File: config.mk
export PLATFORM = sky130hd
export DESIGN_NAME = sfifo_burst_master
export DESIGN_NICKNAME = d
export VERILOG_FILES = /design/src/rtl/sfifo_burst_master.sv
export SDC_FILE = /design/constraint.sdc
export NUM_CORES = 1
export LEC_CHECK = 0
export BUFFER_PORTS_ARGS = -buffer_cell sky130_fd_sc_hd__buf_2
export CAP_MARGIN = 20
export CORE_UTILIZATION = 41
export CTS_BUF_LIST = sky130_fd_sc_hd__clkbuf_8
export DETAILED_ROUTE_END_ITERATION = 7
export PLACE_DENSITY = 0.77
export RECOVER_POWER = 50
export SLEW_MARGIN = 10
export SYNTH_ARGS = -nofsm -noshare
export SYNTH_HDL_FRONTEND = slang
export SYNTH_SLANG_ARGS = --single-unit
File: constraint.sdc
create_clock -name clk -period 1.7 [get_ports clk]
set_clock_uncertainty 0.1 [all_clocks]
set_input_delay 0.085 -clock clk [delete_from_list [all_inputs] [get_ports clk]]
set_output_delay 0.085 -clock clk [all_outputs]
set_load 0.01 [all_outputs]
File: src/rtl/sfifo_burst_master.sv
module sfifo_burst_master #(
  parameter int WORD_W        = 32,
  parameter int WORDS_PER_BUF = 256,
  parameter int BUFS_PER_SET  = 8,
  parameter int SWITCH_WAIT   = 16
) (
  input  logic              clk,
  input  logic              rst,
  input  logic              slot_free,
  input  logic              want_read,
  input  logic [WORD_W-1:0] src_data,
  input  logic              src_valid,
  output logic              src_ready,
  output logic              slv_wr,
  output logic [WORD_W-1:0] slv_wdata,
  output logic              slv_rd,
  output logic              slv_oe,
  input  logic [WORD_W-1:0] slv_rdata,
  output logic [WORD_W-1:0] snk_data,
  output logic              snk_valid,
  input  logic              snk_ready
);

  localparam int TOTAL = WORDS_PER_BUF * BUFS_PER_SET;
  localparam int BW = (WORDS_PER_BUF > 1) ? $clog2(WORDS_PER_BUF) : 1;
  localparam int TW = (TOTAL > 1) ? $clog2(TOTAL) : 1;
  localparam int WW = (SWITCH_WAIT > 1) ? $clog2(SWITCH_WAIT) : 1;
  localparam logic [BW-1:0] BUF_LAST  = BW'(WORDS_PER_BUF - 1);
  localparam logic [TW-1:0] SET_LAST  = TW'(TOTAL - 1);
  localparam logic [WW-1:0] WAIT_LAST = WW'(SWITCH_WAIT - 1);

  typedef enum logic [2:0] {S_IDLE, S_WR, S_WR_WAIT, S_RD, S_RD_WAIT} state_t;

  state_t          state;
  logic [BW-1:0]   wb_cnt, rb_cnt;
  logic [TW-1:0]   tot_cnt;
  logic [WW-1:0]   tmr;
  logic            rd_q;

  assign src_ready = (state == S_WR);
  assign slv_wr    = (state == S_WR) && src_valid;
  assign slv_wdata = src_data;
  assign slv_oe    = (state == S_RD);
  assign slv_rd    = (state == S_RD) && snk_ready;
  assign snk_valid = rd_q;
  assign snk_data  = slv_rdata;

  always_ff @(posedge clk) begin
    if (rst) begin
      state   <= S_IDLE;
      wb_cnt  <= '0;
      rb_cnt  <= '0;
      tot_cnt <= '0;
      tmr     <= '0;
      rd_q    <= 1'b0;
    end else begin
      rd_q <= slv_rd;
      case (state)
        S_IDLE: begin
          wb_cnt  <= '0;
          rb_cnt  <= '0;
          tot_cnt <= '0;
          tmr     <= '0;
          if (slot_free) state <= want_read ? S_RD : S_WR;
        end
        S_WR: if (src_valid) begin
          tot_cnt <= tot_cnt + 1'b1;
          if (wb_cnt == BUF_LAST) begin
            wb_cnt <= '0;
            tmr    <= '0;
            if (tot_cnt == SET_LAST) begin
              tot_cnt <= '0;
              state   <= S_IDLE;
            end else begin
              state <= S_WR_WAIT;
            end
          end else begin
            wb_cnt <= wb_cnt + 1'b1;
          end
        end
        S_WR_WAIT: begin
          if (tmr == WAIT_LAST) state <= S_WR;
          else tmr <= tmr + 1'b1;
        end
        S_RD: if (snk_ready) begin
          tot_cnt <= tot_cnt + 1'b1;
          if (rb_cnt == BUF_LAST) begin
            rb_cnt <= '0;
            tmr    <= '0;
            if (tot_cnt == SET_LAST) begin
              tot_cnt <= '0;
              state   <= S_IDLE;
            end else begin
              state <= S_RD_WAIT;
            end
          end else begin
            rb_cnt <= rb_cnt + 1'b1;
          end
        end
        S_RD_WAIT: begin
          if (tmr == WAIT_LAST) state <= S_RD;
          else tmr <= tmr + 1'b1;
        end
        default: state <= S_IDLE;
      endcase
    end
  end

  // a write strobe only ever carries a word the source offered
  a_r2_wr_has_word: assert property (@(posedge clk) disable iff (rst)
    slv_wr |-> (src_valid && src_ready));

  // the buffer-switch pause is silent on the write side
  a_r3_wait_quiet: assert property (@(posedge clk) disable iff (rst)
    (state == S_WR_WAIT) |-> (!slv_wr && !src_ready && !slv_oe));

  // a pause never outlasts the switch time
  a_r3_timer_bound: assert property (@(posedge clk) disable iff (rst)
    (state == S_WR_WAIT || state == S_RD_WAIT) |-> (tmr <= WAIT_LAST));

  // no read strobe without output enable
  a_r6_rd_needs_oe: assert property (@(posedge clk) disable iff (rst)
    slv_rd |-> slv_oe);

  // sink word follows a strobe by one cycle
  a_r8_valid_after_rd: assert property (@(posedge clk) disable iff (rst)
    slv_rd |=> snk_valid);

  a_r8_no_stray_valid: assert property (@(posedge clk) disable iff (rst)
    !slv_rd |=> !snk_valid);

  // reset lands in idle with counters cleared
  a_r9_reset_idle: assert property (@(posedge clk)
    rst |=> (state == S_IDLE && wb_cnt == '0 && rb_cnt == '0 && tot_cnt == '0 && !snk_valid));

endmodule

# Yosys cells after proc, flatten, opt, wreduce, memory -nomap -nowiden
# Cells that the tools add are included.
# classes
n_addsub	4
n_eq_ne	16
n_mux	29
reduce_logical	13
# op_table
cell	n
11-bit 2-to-1 mux	5
11-bit one-hot mux with 3 select lines	1
8-bit 2-to-1 mux	4
8-bit one-hot mux with 2 select lines	2
3-bit 2-to-1 mux	8
4-bit 2-to-1 mux	5
8-bit by 1-bit adder with 8-bit output (second input constant)	2
8-bit equality test (second input constant)	2
4-bit one-hot mux with 4 select lines	1
3-bit one-hot mux with 5 select lines	1
11-bit by 1-bit adder with 11-bit output (second input constant)	1
11-bit equality test (second input constant)	1
2-bit != test (second input constant)	5
7-bit AND reduction	1
3-bit by 2-bit equality test with 1-bit output (second input constant)	2
2-bit by 1-bit != test with 1-bit output (second input constant)	3
6-bit AND reduction	1
4-bit by 1-bit adder with 4-bit output (second input constant)	1
4-bit equality test (second input constant)	1
2-bit 2-to-1 mux	2
2-bit AND reduction	2
2-bit nonzero test	2
4-bit nonzero test	1
3-bit by 1-bit equality test with 1-bit output (second input constant)	1
other kinds (6)	7
# word_totals
ff_bits	35
out_inout_bits	69
elab_cells	68

# Depth between registers and ports, before layout
# Gate-level depths: netlist of the first run.
# logic_depth
ltp_word	5
mapped_depth	7
depth_no_buf	7

# Worst setup path after synthesis of the first run
# OpenSTA, ideal clock, no wires.
# synth_timing
path_type	flip-flop to flip-flop
start	register wb_cnt[0]
end	register state[1]
arrival_ps	1647
required_time_ps	1479
slack_ps	-168
stages_incl_launch_ff	7
path_cell_list	dfxtp_1 ha_1 nand3_1 o21ai_2 nand2_2 or3b_4 mux2_4
# synth_between
elab_chain_len	3
# synth_rtl
element	line_no	text
start, declared	35	logic [BW-1:0] wb_cnt, rb_cnt;
start signal, assigned	78	wb_cnt <= wb_cnt + 1'b1;
8-bit equality test	68	if (wb_cnt == BUF_LAST) begin
2-bit by 1-bit != test with 1-bit output (no source line)	n/a	
7-bit AND reduction (no source line)	n/a	
end signal, assigned	64	if (slot_free) state <= want_read ? S_RD : S_WR;
end, declared	34	state_t state;
# No other way between the ends.
# A chain may end at the register's enable or synchronous reset.

# Worst setup path in the final report of the first run
# layout_timing
start	register wb_cnt[1]
end	register state[1]
# The elaborated chain is that of the path after synthesis.

==> flow_results.xml, run 1 <==
<?xml version="1.0" encoding="UTF-8"?>
<metrics>
  <group name="worst_setup_path">
    <metric name="cp_max_fo" unit="">3</metric>
    <metric name="path_class" unit="">reg2reg</metric>
    <metric name="crit_required" unit="ns">1.79</metric>
    <metric name="cp.arrival" unit="ns">1.87</metric>
    <metric name="setup.worst_path.end_class" unit="">register</metric>
    <metric name="critical_path.max_stage_delay" unit="ns">0.41</metric>
    <metric name="critical_path.cell_chain" unit="">ha_4 -&gt; nand3_4 -&gt; o21ai_4 -&gt; nand2_2 -&gt; or3b_4 -&gt; mux2_4</metric>
    <metric name="critical-path-slowest-cell" unit="">sky130_fd_sc_hd__or3b_4</metric>
    <metric name="worst_setup_path_start_kind" unit="">register</metric>
  </group>
  <group name="finish">
    <metric name="area_delta_synth_final" unit="%">15.7</metric>
    <metric name="layout_commonest_cell" unit="">sky130_fd_sc_hd__buf_4</metric>
    <metric name="post_route_cells_drive_above_1_share" unit="%">44.9</metric>
    <metric name="multi_input_comb_area" unit="mm2">0.00126</metric>
    <metric name="finalNetCount" unit="">365</metric>
    <metric name="layout.cells.most_common_list" unit="">sky130_fd_sc_hd__buf_4, sky130_fd_sc_hd__nor2_1, sky130_fd_sc_hd__dfxtp_1, sky130_fd_sc_hd__nand2_1, sky130_fd_sc_hd__nand3_1</metric>
    <metric name="sequential_cell_area" unit="um2">717</metric>
    <metric name="n_fill_cell" unit="">468</metric>
    <metric name="antenna_cells_inserted" unit="">0</metric>
    <metric name="final_area" unit="mm2">0.00271</metric>
  </group>
  <group name="timing">
    <metric name="setup-tns-final" unit="ns">-0.205</metric>
    <metric name="rsz0062_at_grt" unit="">yes</metric>
    <metric name="period_share" unit="%">104</metric>
    <metric name="tightest_slew" unit="ns">0.425</metric>
    <metric name="finalMaxSlewViolations" unit="">0</metric>
    <metric name="slew_limit_headroom" unit="%">71.7</metric>
    <metric name="clock.fmax" unit="MHz">563</metric>
    <metric name="layout_min_cycle_time" unit="ns">1.78</metric>
    <metric name="timing.final.setup_violations" unit="">6</metric>
    <metric name="final.setup.worst_slack" unit="ns">-0.0754</metric>
    <metric name="hold_viol_final" unit="">0</metric>
  </group>
  <group name="yosys">
    <metric name="cell_area_after_technology_mapping" unit="mm2">0.00234</metric>
    <metric name="yosysUniqueCellTypes" unit="">55</metric>
    <metric name="synth-main-ff-cell" unit="">sky130_fd_sc_hd__dfxtp_1</metric>
    <metric name="ys.warnings.count" unit="">0</metric>
    <metric name="synth-async-reset-ratio" unit="%">0</metric>
    <metric name="synth-seq-area-share" unit="%">29.9</metric>
    <metric name="postSynthRegisterBits" unit="">35</metric>
    <metric name="synth-edff-count" unit="">0</metric>
    <metric name="syn_area_per_cell" unit="um2">8.43</metric>
    <metric name="synthesis.instances" unit="">278</metric>
    <metric name="mappedNetlistNets" unit="">352</metric>
  </group>
  <group name="placement">
    <metric name="placement_stage_cell_area" unit="mm2">0.00246</metric>
    <metric name="port_buffers" unit="">10</metric>
    <metric name="dp_hpwl" unit="um">3780</metric>
    <metric name="dpl_worst_slack" unit="ns">-0.0675</metric>
    <metric name="gp_congestion" unit="">0.794</metric>
  </group>
  <group name="clock_network">
    <metric name="cts_max_path_buffers" unit="">2</metric>
    <metric name="ctsHtreeMaxLevel" unit="">2</metric>
    <metric name="path_clk_slew" unit="ns">0.08</metric>
    <metric name="tritoncts" unit="">done</metric>
    <metric name="clock-root-buffer" unit="">sky130_fd_sc_hd__clkbuf_8</metric>
    <metric name="cts_made_buffers" unit="">5</metric>
    <metric name="insertion_delay" unit="ns">0.30</metric>
    <metric name="cts_sinks" unit="">35</metric>
  </group>
  <group name="routing">
    <metric name="dr.pass1.iters" unit="">5</metric>
    <metric name="post_drt_via_cell_ratio" unit="">5.30</metric>
    <metric name="drt-initial-drc-count" unit="">102</metric>
    <metric name="drc" unit="">0</metric>
    <metric name="wire_per_inst" unit="um">14.4</metric>
    <metric name="num_vias" unit="">1930</metric>
    <metric name="drt_wl_total" unit="um">5230</metric>
    <metric name="ant_nets" unit="">0</metric>
  </group>
  <group name="power">
    <metric name="peakVddDrop" unit="V">0.000609</metric>
    <metric name="cellPowerDensity" unit="mW/mm2">1230</metric>
    <metric name="p_leak" unit="nW">1.14</metric>
  </group>
  <group name="die">
    <metric name="ioPinCount" unit="">139</metric>
    <metric name="initial_utilization" unit="%">42.6</metric>
    <metric name="core.rowCount" unit="">27</metric>
    <metric name="floorplan.core_area" unit="mm2">0.00551</metric>
    <metric name="total_die_area" unit="mm2">0.00602</metric>
    <metric name="die_w" unit="um">77.6</metric>
    <metric name="floorplan.die.height" unit="um">77.6</metric>
  </group>
  <group name="grt">
    <metric name="grt_pass1_vias" unit="">1906</metric>
    <metric name="grt_overflow_total" unit="">0</metric>
    <metric name="largest_net_degree_at_the_start_of_global_routing" unit="">21</metric>
    <metric name="grtUsageTotal" unit="%">17.9</metric>
    <metric name="grt_antenna_before_repair" unit="">0</metric>
    <metric name="grt_pass1_wl" unit="um">8540</metric>
  </group>
  <group name="flow_run">
    <metric name="timing.max_cap.violations" unit="">0</metric>
  </group>
  <group name="run_status">
    <metric name="violations" unit="">negative setup slack</metric>
    <metric name="outcome" unit="">finished, violations left</metric>
  </group>
  <group name="hold_path">
    <metric name="min_path_type" unit="">in2out</metric>
  </group>
</metrics>
## through the flow
step,std cells,total power (W),hold WS [ns],util (%)
finish,364,0.00335,0.0700,49.2
global route,364,0.00355,0.0700,49.2
CTS,359,0.00319,0.0701,47.4
detailed placement,347,0.00251,0.0701,44.7
global placement,347,0.00248,0.0701,44.7
floorplan,278,0.00205,0.131,-
## final timing paths
| check | startpoint | to | slack [ns] | cells past startpoint |
|---|---|---|---|---|
| setup / recovery | wb_cnt[1]$_SDFFE_PP0P_ | state[1]$_SDFFE_PP0P_ | -0.08 | 6 |
| hold / removal | src_data[12] | slv_wdata[12] | 0.07 | 0 |
| setup reg to reg | wb_cnt[1]$_SDFFE_PP0P_ | state[1]$_SDFFE_PP0P_ | -0.08 | 6 |
| hold reg to reg | tot_cnt[10]$_SDFFE_PP0P_ | tot_cnt[10]$_SDFFE_PP0P_ | 0.39 | 1 |
## layer usage
| layer | up-vias | routed length (um) | global-route usage [%] |
|---|---|---|---|
| met5 | - | 0 | 0 |
| met3 | 12 | 280 | 4.24 |
| met1 | 940 | 2260 | 21.2 |
| li1 | 929 | - | - |
| met4 | 0 | 102 | 9.25 |
| met2 | 49 | 2590 | 30.0 |
## what timing repair did
action                                  in CTS  in global routing
endpoints found under the setup margin      11                 27
endpoints found under the hold margin        1                  0
buffers inserted                             3                  4
resized for setup                            9                 17
hold buffers                                 1                  0
cloned                                       0                  1
pin swaps                                    3                 10
## worst max-delay path: cells and delay by family (launching register included)
kind	cells	cell delay (ns)
flip-flops	1	0.35
multiplexers	1	0.30
AND/OR/NAND/NOR	3	0.58
AO/OA/AOI/OAI	1	0.18
adder cells (fa/ha/maj)	1	0.15
## synthesized netlist by cell type, drive strengths merged (2+ instances only)
cell	instances	area [um2]
nand4	5	37.5
inv	5	18.8
nor2	29	116
xnor2	6	52.6
and4	2	17.5
and2b	2	15.0
nor3	5	25.0
a311oi	3	26.3
or3	2	12.5
a21oi	10	65.1
nand2b	2	12.5
mux2i	2	20.0
o21ai	8	58.8
nand3	18	90.1
or2	3	21.3
a22oi	2	15.0
a211oi	3	22.5
ha	4	50.1
and3	5	32.5
a31oi	3	18.8
and2	5	31.3
buf	68	512
xor2	11	96.3
nand2	21	86.3
o21a	2	15.0
dfxtp	35	701
## layout make-up
class                           count  share of cell area, %
Clock inverter                      3                  0.600
Timing Repair Buffer               74                   19.9
Clock buffer                        5                   2.54
Sequential cell                    35                   26.4
Inverter                            5                  0.692
Tap cell                           72                   3.32
Multi-Input combinational cell    170                   46.5
## flip-flops by register name (all words and copies together), names as in the netlist
signal / cells
state: 3
rb_cnt: 8
tmr: 4
tot_cnt: 11
wb_cnt: 8
snk_valid: 1
## cell families after synthesis
| family | count (synthesis) | synth area share (%) |
|---|---|---|
| compound gates | 40 | 13.3 |
| xor+xnor | 17 | 6.35 |
| fa+ha+maj | 4 | 2.14 |
| buf+inv | 74 | 22.8 |
| flops | 35 | 29.9 |
| mux | 3 | 1.49 |
| simple gates | 105 | 24.0 |
## where the power goes
part / internal (W) / switching (W)
Combinational: 0.000907 / 0.000858
Sequential: 0.000901 / 0.0000783
Clock: 0.000280 / 0.000322
Note: power is estimated with default switching activity, not from simulation.
==> inputs of run 2 (changes only) <==
--- a/config.mk
+++ b/config.mk
@@ -7,12 +7,13 @@
 export LEC_CHECK = 0
 export BUFFER_PORTS_ARGS = -buffer_cell sky130_fd_sc_hd__buf_2
 export CAP_MARGIN = 20
-export CORE_UTILIZATION = 41
+export CELL_PAD_IN_SITES_DETAIL_PLACEMENT = 0
+export CELL_PAD_IN_SITES_GLOBAL_PLACEMENT = 1
+export CORE_UTILIZATION = 28
 export CTS_BUF_LIST = sky130_fd_sc_hd__clkbuf_8
 export DETAILED_ROUTE_END_ITERATION = 7
-export PLACE_DENSITY = 0.77
+export PLACE_DENSITY = 0.76
 export RECOVER_POWER = 50
-export SLEW_MARGIN = 10
 export SYNTH_ARGS = -nofsm -noshare
 export SYNTH_HDL_FRONTEND = slang
 export SYNTH_SLANG_ARGS = --single-unit
==> flow_results.xml, run 2 (same netlist as run 1, synthesis figures left out) <==
<?xml version="1.0" encoding="UTF-8"?>
<metrics>
  <group name="timing">
    <metric name="timing.final.setup_violations" unit="">2</metric>
    <metric name="layout_min_cycle_time" unit="ns">1.75</metric>
    <metric name="tightest_slew" unit="ns">0.322</metric>
    <metric name="hold_viol_final" unit="">0</metric>
    <metric name="slew_limit_headroom" unit="%">78.4</metric>
    <metric name="finalMaxSlewViolations" unit="">0</metric>
    <metric name="period_share" unit="%">103</metric>
    <metric name="clock.fmax" unit="MHz">570</metric>
    <metric name="rsz0062_at_grt" unit="">yes</metric>
    <metric name="final.setup.worst_slack" unit="ns">-0.0548</metric>
  </group>
  <group name="power">
    <metric name="switching_share" unit="%">36.1</metric>
    <metric name="cellPowerDensity" unit="mW/mm2">1250</metric>
    <metric name="peakVddDrop" unit="V">0.000441</metric>
    <metric name="combPwrFrac" unit="%">52.8</metric>
    <metric name="fin_total_pwr" unit="W">0.00346</metric>
    <metric name="proportion_of_power_drawn_by_the_clock_network" unit="%">19.2</metric>
    <metric name="share_seq_of_total_power" unit="%">28.0</metric>
    <metric name="power_switching" unit="W">0.00125</metric>
    <metric name="p_leak" unit="nW">1.14</metric>
    <metric name="p_int" unit="W">0.00221</metric>
  </group>
  <group name="placement">
    <metric name="port_buffers" unit="">10</metric>
    <metric name="dp_hpwl" unit="um">3770</metric>
    <metric name="placement_stage_cell_area" unit="mm2">0.00253</metric>
    <metric name="gp_congestion" unit="">0.811</metric>
    <metric name="dpl_worst_slack" unit="ns">-0.0422</metric>
  </group>
  <group name="worst_setup_path">
    <metric name="setup.worst_path.end_class" unit="">register</metric>
    <metric name="critical_path.cell_chain" unit="">ha_4 -&gt; nand3_4 -&gt; o21ai_4 -&gt; nand2_2 -&gt; or3b_4 -&gt; mux2_4</metric>
    <metric name="crit_required" unit="ns">1.77</metric>
    <metric name="cp.arrival" unit="ns">1.83</metric>
    <metric name="critical-path-slowest-cell" unit="">sky130_fd_sc_hd__or3b_4</metric>
    <metric name="critical_path.max_stage_delay" unit="ns">0.40</metric>
    <metric name="worst_setup_path_start_kind" unit="">register</metric>
    <metric name="cp_max_fo" unit="">3</metric>
    <metric name="path_class" unit="">reg2reg</metric>
  </group>
  <group name="finish">
    <metric name="sequential_cell_area" unit="um2">714</metric>
    <metric name="post_route_cells_drive_above_1_share" unit="%">45.9</metric>
    <metric name="layout_commonest_cell" unit="">sky130_fd_sc_hd__buf_4</metric>
    <metric name="area_delta_synth_final" unit="%">18.7</metric>
    <metric name="layout.cells.most_common_list" unit="">sky130_fd_sc_hd__buf_4, sky130_fd_sc_hd__nor2_1, sky130_fd_sc_hd__dfxtp_1, sky130_fd_sc_hd__nand2_1, sky130_fd_sc_hd__nand3_1</metric>
    <metric name="final_area" unit="mm2">0.00278</metric>
    <metric name="registers.top_by_ff_count" unit="">tot_cnt</metric>
    <metric name="antenna_cells_inserted" unit="">0</metric>
    <metric name="largest_reg_flops" unit="">11</metric>
    <metric name="largest_registers" unit="">tot_cnt x11, rb_cnt x8, wb_cnt x8</metric>
    <metric name="multi_input_comb_area" unit="mm2">0.00126</metric>
    <metric name="n_fill_cell" unit="">847</metric>
    <metric name="finalNetCount" unit="">367</metric>
  </group>
  <group name="routing">
    <metric name="dr.pass1.iters" unit="">4</metric>
    <metric name="drc" unit="">0</metric>
    <metric name="num_vias" unit="">1857</metric>
    <metric name="wire_per_inst" unit="um">12.9</metric>
    <metric name="drt-initial-drc-count" unit="">47</metric>
    <metric name="ant_nets" unit="">0</metric>
    <metric name="drt_wl_total" unit="um">5150</metric>
    <metric name="post_drt_via_cell_ratio" unit="">4.65</metric>
  </group>
  <group name="flow_run">
    <metric name="timing.max_cap.violations" unit="">0</metric>
  </group>
  <group name="die">
    <metric name="ioPinCount" unit="">139</metric>
    <metric name="die_w" unit="um">93.5</metric>
    <metric name="floorplan.core_area" unit="mm2">0.00818</metric>
    <metric name="initial_utilization" unit="%">28.7</metric>
    <metric name="floorplan.die.height" unit="um">93.5</metric>
    <metric name="core.rowCount" unit="">33</metric>
    <metric name="total_die_area" unit="mm2">0.00874</metric>
  </group>
  <group name="grt">
    <metric name="grtUsageTotal" unit="%">12.0</metric>
    <metric name="grt_overflow_total" unit="">0</metric>
    <metric name="grt_pass1_wl" unit="um">8310</metric>
    <metric name="grt_antenna_before_repair" unit="">0</metric>
    <metric name="grt_pass1_vias" unit="">1860</metric>
    <metric name="largest_net_degree_at_the_start_of_global_routing" unit="">12</metric>
  </group>
  <group name="clock_network">
    <metric name="path_clk_slew" unit="ns">0.07</metric>
    <metric name="clock-root-buffer" unit="">sky130_fd_sc_hd__clkbuf_8</metric>
    <metric name="ctsHtreeMaxLevel" unit="">2</metric>
    <metric name="cts_max_path_buffers" unit="">2</metric>
    <metric name="insertion_delay" unit="ns">0.29</metric>
    <metric name="cts_sinks" unit="">35</metric>
    <metric name="cts_made_buffers" unit="">5</metric>
    <metric name="tritoncts" unit="">done</metric>
  </group>
  <group name="run_status">
    <metric name="violations" unit="">negative setup slack</metric>
    <metric name="outcome" unit="">finished, violations left</metric>
  </group>
  <group name="hold_path">
    <metric name="min_path_type" unit="">in2reg</metric>
  </group>
</metrics>
run 2: metrics by stage:
step                      hold slack [ns]  TNS, ns  util (%)  instances
after floorplan                     0.131  -0.0155         -        278
after global placement             0.0701  -0.0716      30.9        383
after detailed placement           0.0701   -0.147      30.9        383
after CTS                          0.0104  -0.0929      32.9        395
after global routing               0.0345   -0.616      34.0        399
final                              0.0122   -0.110      34.0        399
run 2: repair_timing:
action / in CTS / in global routing
hold buffers: 1 / 0
setup endpoints to repair: 15 / 28
resized for setup: 8 / 18
buffers inserted: 3 / 3
cloned: 0 / 1
pin swaps: 4 / 11
hold endpoints to repair: 1 / 0
run 2: routing by layer:
layer | vias to the layer above | track usage (%) | part of all wire, % | routed length [um]
met4 | 0 | 5.90 | 2.9 | 149
met1 | 868 | 14.5 | 45 | 2320
li1 | 927 | - | - | -
met5 | - | 0 | 0 | 0
met3 | 25 | 2.85 | 4.4 | 228
met2 | 37 | 19.8 | 48 | 2450
run 2: path summary, 6_finish.rpt:
check / to / cells after the start / startpoint / slack [ns]
min: tmr[1]$_SDFFE_PP0P_ / 2 / rst / 0.01
min reg2reg: tot_cnt[10]$_SDFFE_PP0P_ / 1 / tot_cnt[10]$_SDFFE_PP0P_ / 0.39
max reg2reg: state[1]$_SDFFE_PP0P_ / 6 / wb_cnt[1]$_SDFFE_PP0P_ / -0.05
max: state[1]$_SDFFE_PP0P_ / 6 / wb_cnt[1]$_SDFFE_PP0P_ / -0.05
run 2: cell type report:
type | count | share of cell area [%]
clock inverter | 1 | 0.135
clock buffer | 7 | 3.46
tap | 105 | 4.72
inverter | 5 | 0.675
timing repair buffer | 76 | 20.0
sequential | 35 | 25.7
multi-input combinational | 170 | 45.3
run 2: critical path: cells and delay by family, from the launching register on:
kind / cells / cell delay, ns
AND/OR/NAND/NOR: 3 / 0.57
flip-flops: 1 / 0.36
multiplexers: 1 / 0.31
AO/OA/AOI/OAI: 1 / 0.16
adder cells (fa/ha/maj): 1 / 0.15
run 2: power by group through the flow:
stage	clock, W	combinational [W]	sequential [W]
after detailed placement	0	0.00162	0.000977
after floorplan	0	0.00108	0.000967
after CTS	0.000684	0.00170	0.000965
final	0.000667	0.00183	0.000969
after global routing	0.000721	0.00199	0.000977
after global placement	0	0.00161	0.000971
